===== config.mk =====
export PLATFORM = sky130hd
export DESIGN_NAME = rtu_gap_framer
export DESIGN_NICKNAME = d
export VERILOG_FILES = /design/src/rtl/rtu_gap_pkg.sv /design/src/rtl/rtu_idle_timer.sv /design/src/rtl/rtu_len_counter.sv /design/src/rtl/rtu_frame_fsm.sv /design/src/rtl/rtu_gap_framer.sv
export SDC_FILE = /design/constraint.sdc
export NUM_CORES = 1
export LEC_CHECK = 0
export BUFFER_PORTS_ARGS = -buffer_cell sky130_fd_sc_hd__buf_2
export CORE_ASPECT_RATIO = 0.9
export CORE_UTILIZATION = 54
export CTS_CLUSTER_SIZE = 25
export DETAILED_ROUTE_END_ITERATION = 16
export MAX_ROUTING_LAYER = met4
export PLACE_DENSITY = 0.81
export SYNTH_ARGS = -nofsm -noshare
export SYNTH_HDL_FRONTEND = slang
export SYNTH_HIERARCHICAL = 1
export SYNTH_SLANG_ARGS = --single-unit

===== constraint.sdc =====
create_clock -name clk -period 2.97 [get_ports clk]
set_input_delay 0.1485 -clock clk [delete_from_list [all_inputs] [get_ports clk]]
set_output_delay 0.1485 -clock clk [all_outputs]
set_load 0.01 [all_outputs]

===== src/rtl/rtu_gap_pkg.sv =====
package rtu_gap_pkg;
  typedef enum logic [1:0] {
    ST_HUNT  = 2'd0,
    ST_READY = 2'd1,
    ST_RECV  = 2'd2
  } fr_state_e;

  localparam int unsigned BYTE_W = 8;
endpackage


===== src/rtl/rtu_idle_timer.sv =====
module rtu_idle_timer #(
  parameter int unsigned T_SHORT = 17,
  parameter int unsigned T_LONG  = 39
) (
  input  logic clk,
  input  logic rst_n,
  input  logic restart,
  input  logic tick,
  output logic gap_short,
  output logic long_hit
);
  localparam int unsigned CW = $clog2(T_LONG + 1);
  localparam logic [CW-1:0] LIM_S = CW'(T_SHORT);
  localparam logic [CW-1:0] LIM_L = CW'(T_LONG);
  localparam logic [CW-1:0] LIM_P = CW'(T_LONG - 1);

  logic [CW-1:0] cnt_q;

  // counts idle ticks since the last character, saturating at the long limit
  always_ff @(posedge clk) begin
    if (!rst_n) begin
      cnt_q <= '0;
    end else if (restart) begin
      cnt_q <= '0;
    end else if (tick && (cnt_q != LIM_L)) begin
      cnt_q <= cnt_q + 1'b1;
    end
  end

  assign gap_short = (cnt_q >= LIM_S);
  assign long_hit  = tick && !restart && (cnt_q == LIM_P);
endmodule


===== src/rtl/rtu_len_counter.sv =====
module rtu_len_counter #(
  parameter int unsigned MAX_LEN = 256
) (
  input  logic                           clk,
  input  logic                           rst_n,
  input  logic                           first,
  input  logic                           bump,
  output logic [$clog2(MAX_LEN+1)-1:0]   len,
  output logic                           full
);
  localparam int unsigned LW = $clog2(MAX_LEN + 1);
  localparam logic [LW-1:0] LEN_MAX = LW'(MAX_LEN);

  logic [LW-1:0] len_q;

  always_ff @(posedge clk) begin
    if (!rst_n) begin
      len_q <= '0;
    end else if (first) begin
      len_q <= LW'(1);
    end else if (bump) begin
      len_q <= len_q + 1'b1;
    end
  end

  assign len  = len_q;
  assign full = (len_q == LEN_MAX);
endmodule


===== src/rtl/rtu_frame_fsm.sv =====
module rtu_frame_fsm
  import rtu_gap_pkg::*;
#(
  parameter int unsigned LW = 9
) (
  input  logic              clk,
  input  logic              rst_n,
  input  logic              rx_valid,
  input  logic [BYTE_W-1:0] rx_data,
  input  logic              gap_short,
  input  logic              long_hit,
  input  logic [LW-1:0]     len,
  input  logic              len_full,
  output logic              len_first,
  output logic              len_bump,
  output logic              frm_start,
  output logic              frm_valid,
  output logic [BYTE_W-1:0] frm_data,
  output logic              frm_end,
  output logic              frm_abort,
  output logic [LW-1:0]     frm_len
);
  fr_state_e   st_q, st_d;
  logic        start_d, valid_d, end_d, abort_d;
  logic        start_q, valid_q, end_q, abort_q;
  logic [BYTE_W-1:0] data_q;
  logic [LW-1:0]     flen_q;

  always_comb begin
    st_d      = st_q;
    start_d   = 1'b0;
    valid_d   = 1'b0;
    end_d     = 1'b0;
    abort_d   = 1'b0;
    len_first = 1'b0;
    len_bump  = 1'b0;
    unique case (st_q)
      ST_HUNT: begin
        // dead zone: characters are dropped, only a full long silence re-arms
        if (!rx_valid && long_hit) st_d = ST_READY;
      end
      ST_READY: begin
        if (rx_valid) begin
          start_d   = 1'b1;
          valid_d   = 1'b1;
          len_first = 1'b1;
          st_d      = ST_RECV;
        end
      end
      ST_RECV: begin
        if (rx_valid) begin
          if (gap_short || len_full) begin
            abort_d = 1'b1;
            st_d    = ST_HUNT;
          end else begin
            valid_d  = 1'b1;
            len_bump = 1'b1;
          end
        end else if (long_hit) begin
          end_d = 1'b1;
          st_d  = ST_READY;
        end
      end
      default: st_d = ST_HUNT;
    endcase
  end

  always_ff @(posedge clk) begin
    if (!rst_n) begin
      st_q    <= ST_HUNT;
      start_q <= 1'b0;
      valid_q <= 1'b0;
      end_q   <= 1'b0;
      abort_q <= 1'b0;
      data_q  <= '0;
      flen_q  <= '0;
    end else begin
      st_q    <= st_d;
      start_q <= start_d;
      valid_q <= valid_d;
      end_q   <= end_d;
      abort_q <= abort_d;
      if (valid_d) data_q <= rx_data;
      if (end_d)   flen_q <= len;
    end
  end

  assign frm_start = start_q;
  assign frm_valid = valid_q;
  assign frm_data  = data_q;
  assign frm_end   = end_q;
  assign frm_abort = abort_q;
  assign frm_len   = flen_q;
endmodule


===== src/rtl/rtu_gap_framer.sv =====
module rtu_gap_framer #(
  parameter int unsigned TICKS_SHORT = 17,
  parameter int unsigned TICKS_LONG  = 39,
  parameter int unsigned MAX_LEN     = 256
) (
  input  logic                          clk,
  input  logic                          rst_n,
  input  logic                          bit_tick,
  input  logic                          rx_valid,
  input  logic [7:0]                    rx_data,
  output logic                          frm_start,
  output logic                          frm_valid,
  output logic [7:0]                    frm_data,
  output logic                          frm_end,
  output logic                          frm_abort,
  output logic [$clog2(MAX_LEN+1)-1:0]  frm_len
);
  localparam int unsigned LW = $clog2(MAX_LEN + 1);

  logic          gap_short, long_hit;
  logic          len_first, len_bump, len_full;
  logic [LW-1:0] len_cnt;

  rtu_idle_timer #(.T_SHORT(TICKS_SHORT), .T_LONG(TICKS_LONG)) u_timer (
    .clk       (clk),
    .rst_n     (rst_n),
    .restart   (rx_valid),
    .tick      (bit_tick),
    .gap_short (gap_short),
    .long_hit  (long_hit)
  );

  rtu_len_counter #(.MAX_LEN(MAX_LEN)) u_len (
    .clk   (clk),
    .rst_n (rst_n),
    .first (len_first),
    .bump  (len_bump),
    .len   (len_cnt),
    .full  (len_full)
  );

  rtu_frame_fsm #(.LW(LW)) u_fsm (
    .clk       (clk),
    .rst_n     (rst_n),
    .rx_valid  (rx_valid),
    .rx_data   (rx_data),
    .gap_short (gap_short),
    .long_hit  (long_hit),
    .len       (len_cnt),
    .len_full  (len_full),
    .len_first (len_first),
    .len_bump  (len_bump),
    .frm_start (frm_start),
    .frm_valid (frm_valid),
    .frm_data  (frm_data),
    .frm_end   (frm_end),
    .frm_abort (frm_abort),
    .frm_len   (frm_len)
  );
endmodule


Yosys cells after proc, flatten, opt, wreduce, memory -nomap -nowiden

Cells that the tools add are included.
Widths: inputs -> output; s select.

Flip-flop bits (word level): 38
Output and inout port bits: 21
Word-level logic and storage cells: 53

Add/sub/neg operators: 2
$lt $le $gt $ge: 1
Eq/ne operators: 9
Muxes and demuxes: 18
Bitwise gates (word level): 1
Reduce and logical (&&, ||, !) cells: 12

Operators with widths:

| operator            | count |
|---|---|
| $mux 1              | 11 |
| $mux 2              | 5 |
| $add 9x1->9 const B | 1 |
| $eq 9x9->1 const B  | 1 |
| $add 6x1->6 const B | 1 |
| $eq 6x6->1 const B  | 1 |
| $ge 6x5->1 const B  | 1 |
| $ne 3x2->1 const B  | 2 |
| $ne 6x6->1 const B  | 1 |
| $pmux 2 s3          | 1 |
| $logic_and 1x1->1   | 4 |
| $reduce_and 4->1    | 1 |
| $reduce_or 2->1     | 2 |
| $reduce_and 3->1    | 1 |
| $eq 2x1->1 const B  | 1 |
| $eq 2x2->1 const B  | 1 |
| $logic_not 2->1     | 1 |
| $ne 2x1->1 const B  | 1 |
| $ne 2x2->1 const B  | 1 |
| $pmux 1 s2          | 1 |
| $reduce_bool 2->1   | 1 |
| $logic_not 1->1     | 1 |
| $logic_or 1x1->1    | 1 |
| $not 1->1           | 1 |

Longest topological paths before layout

Gate-level depths: netlist of run 1.

Depth in word-level cells: 7
Gate-level depth with buffers: 10
Depth with buffers taken out: 9

Modules after synthesis

Netlist of run 1, hierarchy kept.

By module, submodules not included:

| module          | times used | cells each | area an instance (µm²) | seq. area each (µm²) |
|---|---|---|---|---|
| rtu_frame_fsm   | 1          | 109        | 940.9                  | 460.4 |
| rtu_len_counter | 1          | 49         | 431.7                  | 180.2 |
| rtu_idle_timer  | 1          | 42         | 375.4                  | 120.1 |

Least setup slack after synthesis of run 1

OpenSTA, ideal clock, no wires.

Path kind: register to register
Start: register u_timer.cnt_q[1]
End: register u_len.len_q[5], in the netlist u_len/len[5]
Arrival time: 2.316 ns
Data required time: 2.900 ns
Slack: 0.584 ns
Stages on the path, launching flop included: 11
Path buffers: 1
Period minus slack after synthesis: 2.386 ns
Path through: dfxtp_1 > inv_1 > ha_1 > or4b_1 > a21o_1 > nor3b_2 > and2_1 > buf_2 > nand4_2 > or3_1 > a21oi_1

Longest elaborated chain between the ends: 5

Ends and longest elaborated chain:

| what                   | RTL line              | text |
|---|---|---|
| start, declared        | rtu_idle_timer.sv:17  | `logic [CW-1:0] cnt_q;` |
| start signal, assigned | rtu_idle_timer.sv:26  | `cnt_q <= cnt_q + 1'b1;` |
| $ge 6x5->1             | rtu_idle_timer.sv:30  | `assign gap_short = (cnt_q >= LIM_S);` |
| via gap_short          | rtu_gap_framer.sv:20  | `logic gap_short, long_hit;` |
| $logic_or 1x1->1       | rtu_frame_fsm.sv:52   | `if (gap_short \|\| len_full) begin` |
| $mux 1                 | rtu_frame_fsm.sv:52   |  |
| $mux 1                 | rtu_frame_fsm.sv:51   | `if (rx_valid) begin` |
| $mux 1                 | rtu_frame_fsm.sv:37   | `unique case (st_q)` |
| via len_bump           | rtu_gap_framer.sv:21  | `logic len_first, len_bump, len_full;` |
| end signal, assigned   | rtu_len_counter.sv:22 | `len_q <= len_q + 1'b1;` |
| end, declared          | rtu_len_counter.sv:14 | `logic [LW-1:0] len_q;` |

The timed path passes the listed nets, and every way through them passes these cells.
A chain may end at the register's enable or synchronous reset.

Worst setup path in the final report of run 1

Ends and elaborated chain as after synthesis.

==> metrics list, run 1 <==
* Setup repair after global routing missed its margin: false
* Deepest level of the CTS H-tree: 2
- Die Footprint: about 3500 sq um
- The die is 62.0 microns wide.
* Clock Latency Late Sink: 0.33 ns
- From synthesis to final layout, the design area changed by 14.8%.
- Summed over all layers, the global routing overflow is 0.
- Number of antenna violations at the first check in global routing: 0
- The synthesized design contains 38 register bits.
- Summed over all cells, the static leakage comes to 0.000866 uW.
* Critical Path Sink Type: register
- Share of flip-flops with an asynchronous set or reset: 0%
- Post-Layout Inst Area: 2010 sq um
* Setup slack of the most critical reg-to-reg path: 0.46 ns
* Via-to-Cell Ratio: 5.41
- The worst pin sits at a relative slew slack of 58.9%.
- Half-perimeter wire length after detailed placement: 2310 microns
* Top post-synthesis cells by area: sky130_fd_sc_hd__dfxtp_1, sky130_fd_sc_hd__ha_1, sky130_fd_sc_hd__nand2_1, sky130_fd_sc_hd__nand3_1, sky130_fd_sc_hd__a21oi_1
* Cells after Synth: 200
- Across the run, the number of max-cap violations was 0.
* Number of buffers inserted to repair setup after CTS: 0
- Counting along the longest clock path gives a buffer depth of 2.
- Top post-synthesis cells by count: sky130_fd_sc_hd__dfxtp_1, sky130_fd_sc_hd__nand2_1, sky130_fd_sc_hd__nand3_1
* Iteration count of the initial detailed-routing pass: 4
* Count of different cell masters after synthesis: 37
- For the worst setup path, the data arrival time is ~2.8 ns.
- Once placement finished, the instance area stood at 1930 sq um.
* Vertical die dimension: 56.0 microns
- Post-route antenna net violation count: 0
- Fin nets: about 260
- Global placement routability congestion: 0.803
- Number of enable-type register cells in the synthesized netlist: 0
- The number of nets handed over by synthesis was 223.
- Cell depth of the worst min-delay path: 3
* Worst min-delay path startpoint: rx_data[5]
- Post-Route Skew: approximately 0.0073 ns
* Crit start category: register
- The share of the Yosys chip area taken by registers is between 40% and 50%.
* CTS resizes: 0
- The number of cells on the worst reg-to-reg path is 9.
- Number of buffers inserted by hold repair at cts: 0
* Main flop type after synthesis: sky130_fd_sc_hd__dfxtp_1
- TNS Setup: 0 ns
* Share of Yosys cell area claimed by the top area cell type: 43.5%
- In this run the standard cell core region covers 3070 sq um.
- At the pin with the least slew margin, the transition time is slightly above 0.6 ns.
* Reg-to-Reg Start: u_timer/cnt_q[1]$_SDFFE_PP0P_
- Worst Setup SP: u_timer/cnt_q[1]$_SDFFE_PP0P_
* Count of antenna diodes in the layout: 0
* DRC violations left: 0
- The first global-routing pass estimated 5460 microns of wire.
- Maximum number of pins on one net before global-route repair: 27
- Buffers placed on the I/O ports in this run total 32.
* Time the worst path needs with I/O delays and setup: 2.51 ns
- Once the floorplan was initialized, standard cells occupied 57.0% of the core.
* Global router's overall resource usage: 21.9%
- Final worst-path cycle share: 84.7%
- The number of clock buffers added by TritonCTS is 5.
* Number of max-slew violations in the final report: 0
- Sinks on Clock Net: 38
- The via count of the first global-routing pass is 1,246.
- Summed over all layers, the routed wires come to 3330 microns.
* Most common cell in the synthesized netlist: sky130_fd_sc_hd__dfxtp_1
* End of the worst register-to-register path: u_len/len[5]$_SDFFE_PP0P_
* Upper clock frequency limit: 0.398 GHz
* Tightest Hold Check Type: in -> reg
- In the final routed layout, each cell accounts on average for ~12 microns.
- Average instance area after synthesis: 8.74 sq um
- Outcome: finished clean
- In the final layout, the share of cells above drive strength 1 is roughly a fifth.
* Finish-stage setup viols: 0
* Max IR drop VDD: 0.000293 V
* Type of the worst setup path: reg -> reg
- Clock Root Buffer: sky130_fd_sc_hd__clkbuf_4
* Required time at the endpoint of the critical path: approximately 3.2 ns
- The worst hold path terminates at u_fsm/frm_data[5]$_SDFFE_PN0P_.
* Iteration-0 DRC Markers: 45
- Hold violation count in the final report: 0
- The detailed router placed 1,489 vias in this run.
- The biggest area contributor in the post-synthesis netlist is sky130_fd_sc_hd__dfxtp_1.
- Power density relative to cell area: 440 nW/um^2
* Worst Path Max Fanout: 6
- Number of non-filler instances in the completed layout: 275
* Row Count: 19
- Netlist area before placement: 1750 sq um
* Number of I/O pins: 33
- TritonCTS built the clock tree.
- Number of cells in the design after placement: 267
- After clock tree synthesis, the clock-pin slew on the worst setup and hold paths is 0.11 ns.
- During synthesis, Yosys emitted a total of 6 warnings.
how the worst max path moves through the flow:
| stage | depth (start not counted) | to | slack [ns] |
|---|---|---|---|
| 3_3_place_gp | 9 | u_len/len[7]$_SDFFE_PP0P_ | 0.59 |
| 2_1_floorplan | 10 | u_len/len[5]$_SDFFE_PP0P_ | 0.58 |
| 5_1_grt | 9 | u_len/len[5]$_SDFFE_PP0P_ | 0.22 |
| 4_1_cts | 9 | u_len/len[5]$_SDFFE_PP0P_ | 0.48 |
| 3_5_place_dp | 9 | u_len/len[5]$_SDFFE_PP0P_ | 0.52 |
| 6_report | 9 | u_len/len[5]$_SDFFE_PP0P_ | 0.46 |
routing by layer:
metal  share of wire [%]  global-route usage, %
met5                   0                      -
met4                 1.2                   7.62
met3                 4.5                   5.58
met2                  49                   35.0
met1                  45                   26.2
logic make-up after synthesis:
logic type                 Yosys count  synth area share, %
AOI/OAI and AO/OA                   38                 12.8
adders and majority gates           11                 7.87
DFF                                 38                 43.5
and+or+nand+nor                     88                 26.8
buffers and inverters               15                 3.58
xor gates and xnor gates             5                 2.51
muxes                                5                 2.86
critical path, stage by stage (launching register included):
cell                      delay [ns]
sky130_fd_sc_hd__dfxtp_1        0.45
sky130_fd_sc_hd__inv_1          0.10
sky130_fd_sc_hd__ha_1           0.18
sky130_fd_sc_hd__or4b_1         0.46
sky130_fd_sc_hd__a21o_1         0.21
sky130_fd_sc_hd__nor3b_2        0.20
sky130_fd_sc_hd__and2_1         0.24
sky130_fd_sc_hd__nand4_2        0.15
sky130_fd_sc_hd__or3_1          0.34
sky130_fd_sc_hd__a21oi_1        0.14
through the flow:
| step | worst slack [ns] | hold WS [ns] | utilization, % | total power, uW |
|---|---|---|---|---|
| floorplan | 0.584 | 0.266 | - | 540 |
| global placement | 0.590 | 0.393 | 63.0 | 553 |
| detailed placement | 0.522 | 0.404 | 63.0 | 554 |
| CTS | 0.477 | 0.0442 | 65.4 | 889 |
| global route | 0.221 | 0.0439 | 65.4 | 916 |
| finish | 0.455 | 0.0480 | 65.4 | 882 |
layout make-up:
type	count	area [sq um]
Clock buffer	7	45.0
Clock inverter	1	30.0
Fill cell	248	1060
Inverter	7	26.3
Multi-Input combinational cell	147	925
Sequential cell	38	761
Tap cell	42	52.6
Timing Repair Buffer	33	168
registers in the layout, summed over array words and instances, names as in the netlist:
signal,flops
u_fsm/frm_valid,1
u_len/len,9
u_fsm/frm_start,1
u_fsm/frm_data,8
u_fsm/frm_len,9
u_timer/cnt_q,6
u_fsm/st_q,2
u_fsm/frm_end,1
u_fsm/frm_abort,1
cells in the final DEF, fill, tap and decap left out, drive strengths merged, types with 2 or more instances in the layout:
cell / Yosys / routed
nand3: 20 / 20
ha: 11 / 11
or3: 5 / 5
inv: 7 / 7
nand2: 29 / 29
a21oi: 16 / 16
dfxtp: 38 / 38
mux2i: 5 / 5
xor2: 5 / 5
and2: 2 / 2
nor2b: 2 / 2
nor2: 10 / 10
nand2b: 3 / 3
nand4: 7 / 7
o21ai: 15 / 15
clkbuf: 5 / 7
buf: 3 / 33
power by group:
group          switching, uW  leakage, uW  internal [uW]
registers               1.56     0.000306            510
logic                   19.3     0.000521           11.4
clock network            161    0.0000395            179
(Power assumes the default switching activity.)
==> run 2, diff against run 1 <==
==> constraint.sdc (replaced) <==
create_clock -name clk -period 2.45 [get_ports clk]
set_input_delay 0.1225 -clock clk [delete_from_list [all_inputs] [get_ports clk]]
set_output_delay 0.1225 -clock clk [all_outputs]
set_load 0.01 [all_outputs]
==> metrics list, run 2 (synthesis results as in run 1) <==
- The count of nets left with antenna violations after detail routing is 0 (unchanged).
- Setup slack of the most critical reg-to-reg path: 0.13 ns (-0.33 ns)
* Delay of the slowest cell on the worst path: 0.43 ns (-0.03 ns)
- In this run the worst hold path is classified as in -> reg.
- The run finished with clean final reports.
* Sinks on Clock Net: 38 (unchanged)
* Die Footprint: 3470 sq um (unchanged)
- Worst-Margin Slew: 0.411 ns (-0.204 ns)
- Crit path buffers/inverters: 1 (unchanged)
* Worst Setup SP: u_timer/cnt_q[0]$_SDFFE_PP0P_
* Type of the worst setup path: reg -> reg
- The final number of setup-violating endpoints was 0 (unchanged).
* Final worst-path cycle share: 94.9% (+10 points)
* CTS tree: yes
* Number of I/O pins: 33 (unchanged)
- Worst path top cell family by delay: simple AND/OR/NAND/NOR gates
- Effective utilization at floorplan: 57.0% (unchanged)
- The via count normalized by instance count came to 5.36 (-1.1%).
- The largest net degree at the start of global routing came to 27 (unchanged).
- Number of buffers inserted to repair setup after CTS: 0 (unchanged)
- Post-route core utilization: 66.5% (+1.1 points)
- The hold violation count in the final report is 0 (unchanged).
- Routed len/inst: 11.6 microns (-4.6%)
* Global placement routability congestion: 0.851 (+6.1%)
* Footprint of the multi-input gates: 927 sq um (+0.27%)
* WHS: 0.0205 ns (-0.0276 ns)
- The critical path required time was 2.72 ns (-0.52 ns).
* DRC violations left: 0 (unchanged)
- Worst Slack Setup Final: 0.126 ns (-0.329 ns)
- The CTS buffer count came to 5 (unchanged).
* Critical Path Sink Type: register
- The residual overflow from global routing is 0 (unchanged).
* Power density relative to cell area: 485 nW/um^2 (+10%)
* Fin nets: 261 (+2.4%)
- Global-route wire length before repair: 5350 microns (-2.1%)
- Half-perimeter wire length after detailed placement: 2370 microns (+2.4%)
- The routed wire length was 3250 microns (-2.6%).
* Reg-to-Reg Start: u_timer/cnt_q[0]$_SDFFE_PP0P_
- Routed vias: 1,505 (+1.1%)
- Vertical die dimension: 56.0 microns (unchanged)
- The maximum clock path buffer count came to 2 (unchanged).
- Die Wd: 62.0 microns (unchanged)
- Clock Latency Late Sink: 0.33 ns (about the same)
- Core area: 3070 sq um (unchanged)
- Count of antenna diodes in the layout: 0 (unchanged)
- The max-capacitance violation count came to 0 (unchanged).
- The peak fanout along the critical path was 6 (unchanged).
- TNS Setup: 0 ns (unchanged)
* Time the worst path needs with I/O delays and setup: 2.32 ns (-0.191 ns)
- Max IR drop VDD: 0.000394 V (+35%)
- # fillers: 255 (+2.8%)
- Worst Reg2Reg Path Length in Cells: 9 (unchanged)
- The critical path arrival is 2.59 ns (-0.20 ns).
* Reported leakage power: 0.000895 uW (+3.3%)
* Synthesis-to-layout area growth: 16.8%
* Upper clock frequency limit: 0.430 GHz (+8.2%)
- The signal on the critical path passes through inv_1, ha_1, or4b_1, a21o_1, nor3b_2, and2_4, nand4_2, or3_1, a21oi_1.
* Most common cell after layout, fill and taps aside: sky130_fd_sc_hd__dfxtp_1
* End of the worst register-to-register path: u_len/len[5]$_SDFFE_PP0P_
* Clock Root Buffer: sky130_fd_sc_hd__clkbuf_4
* Sequential cell area in the final layout: 762 sq um (+0.16%)
- STA classifies the critical path startpoint as a register.
- The count of hold buffers inserted by post-cts repair came to 0 (unchanged).
* Deepest level of the CTS H-tree: 2 (unchanged)
* Number of global-route vias before repair: 1,282 (+2.9%)
* CP endpoint: u_len/len[5]$_SDFFE_PP0P_
* Normalized max-slew margin: 72.6% (+14 points)
- The worst setup slack before clock tree synthesis is 0.0929 ns (-0.429 ns).
* Iteration count of the initial detailed-routing pass: 4 (unchanged)
* Fraction of layout instances using a drive strength above 1: 22.6% (+3.3 points)
- Global router's overall resource usage: 21.7% (-0.18 points)
- The number of cells on the critical path came to 9 (unchanged).
* Commonest cells after routing, fill and taps aside: sky130_fd_sc_hd__dfxtp_1, sky130_fd_sc_hd__buf_2, sky130_fd_sc_hd__nand2_1
- Row Count: 19 (unchanged)
- The initial antenna violation count is 0 (unchanged).
- Iteration-0 DRC Markers: 126 (+180%)
* Critical-path cell with the highest stage delay: sky130_fd_sc_hd__or4b_1
- Port Buf Inserts: 32 (unchanged)
* Clock transition at path regs: 0.10 ns (about the same)
- The setup skew after layout is 0.00546 ns (-0.00189 ns).
- Number of max-slew violations in the final report: 0 (unchanged)
* Setup repair after global routing missed its margin: false
-- run 2: cell type report --
type                       count  area share [%]
multi-input combinational    147            45.4
sequential                    38            37.3
timing repair buffer          39            10.4
clock buffer                   7            2.70
tap                           42            2.58
inverter                       7            1.29
clock inverter                 1           0.245
-- run 2: metal layers --
layer / wire [microns] / vias to the layer above / share of wire [%] / global-route usage, %
li1: - / 774 / - / -
met1: 1550 / 698 / 48 / 25.1
met2: 1550 / 29 / 48 / 33.3
met3: 108 / 4 / 3.3 / 6.28
met4: 40 / 0 / 1.2 / 11.4
met5: 0 / - / 0 / -
-- run 2: report_power, final --
part	internal, uW	leakage, uW	switching [uW]
clock	139	0.0000353	193
combinational	14.1	0.000553	22.9
sequential	619	0.000306	1.54
-- run 2: tightest hold or removal path: stages --
cell	delay, ns
sky130_fd_sc_hd__buf_2	0.09
sky130_fd_sc_hd__nand2_1	0.04
sky130_fd_sc_hd__o21ai_0	0.06
-- run 2: repair_timing --
| action | in CTS | in global routing |
|---|---|---|
| gates resized for setup | 0 | 2 |
| hold endpoints to repair | 0 | 0 |
| setup endpoints to repair | 0 | 4 |
-- run 2: metrics by stage --
stage | cells | instance area (sq um) | power, uW
2_1_floorplan | 200 | 1750 | 655
4_1_cts | 281 | 2040 | 1000
3_3_place_gp | 273 | 1980 | 671
5_1_grt | 281 | 2040 | 1030
6_report | 281 | 2040 | 990
3_5_place_dp | 273 | 1980 | 671
-- run 2: worst min-delay path by stage --
stage,from,to,slack (ns),cells past startpoint
global placement,rx_data[4],u_fsm/frm_data[4]$_SDFFE_PN0P_,0.37,3
detailed placement,rx_data[0],u_fsm/frm_data[0]$_SDFFE_PN0P_,0.38,3
global route,rx_data[1],u_fsm/frm_data[1]$_SDFFE_PN0P_,0.002,3
floorplan,rst_n,u_len/len[0]$_SDFFE_PN0P_,0.24,1
finish,rx_data[0],u_fsm/frm_data[0]$_SDFFE_PN0P_,0.02,3
CTS,rx_data[0],u_fsm/frm_data[0]$_SDFFE_PN0P_,0.004,3
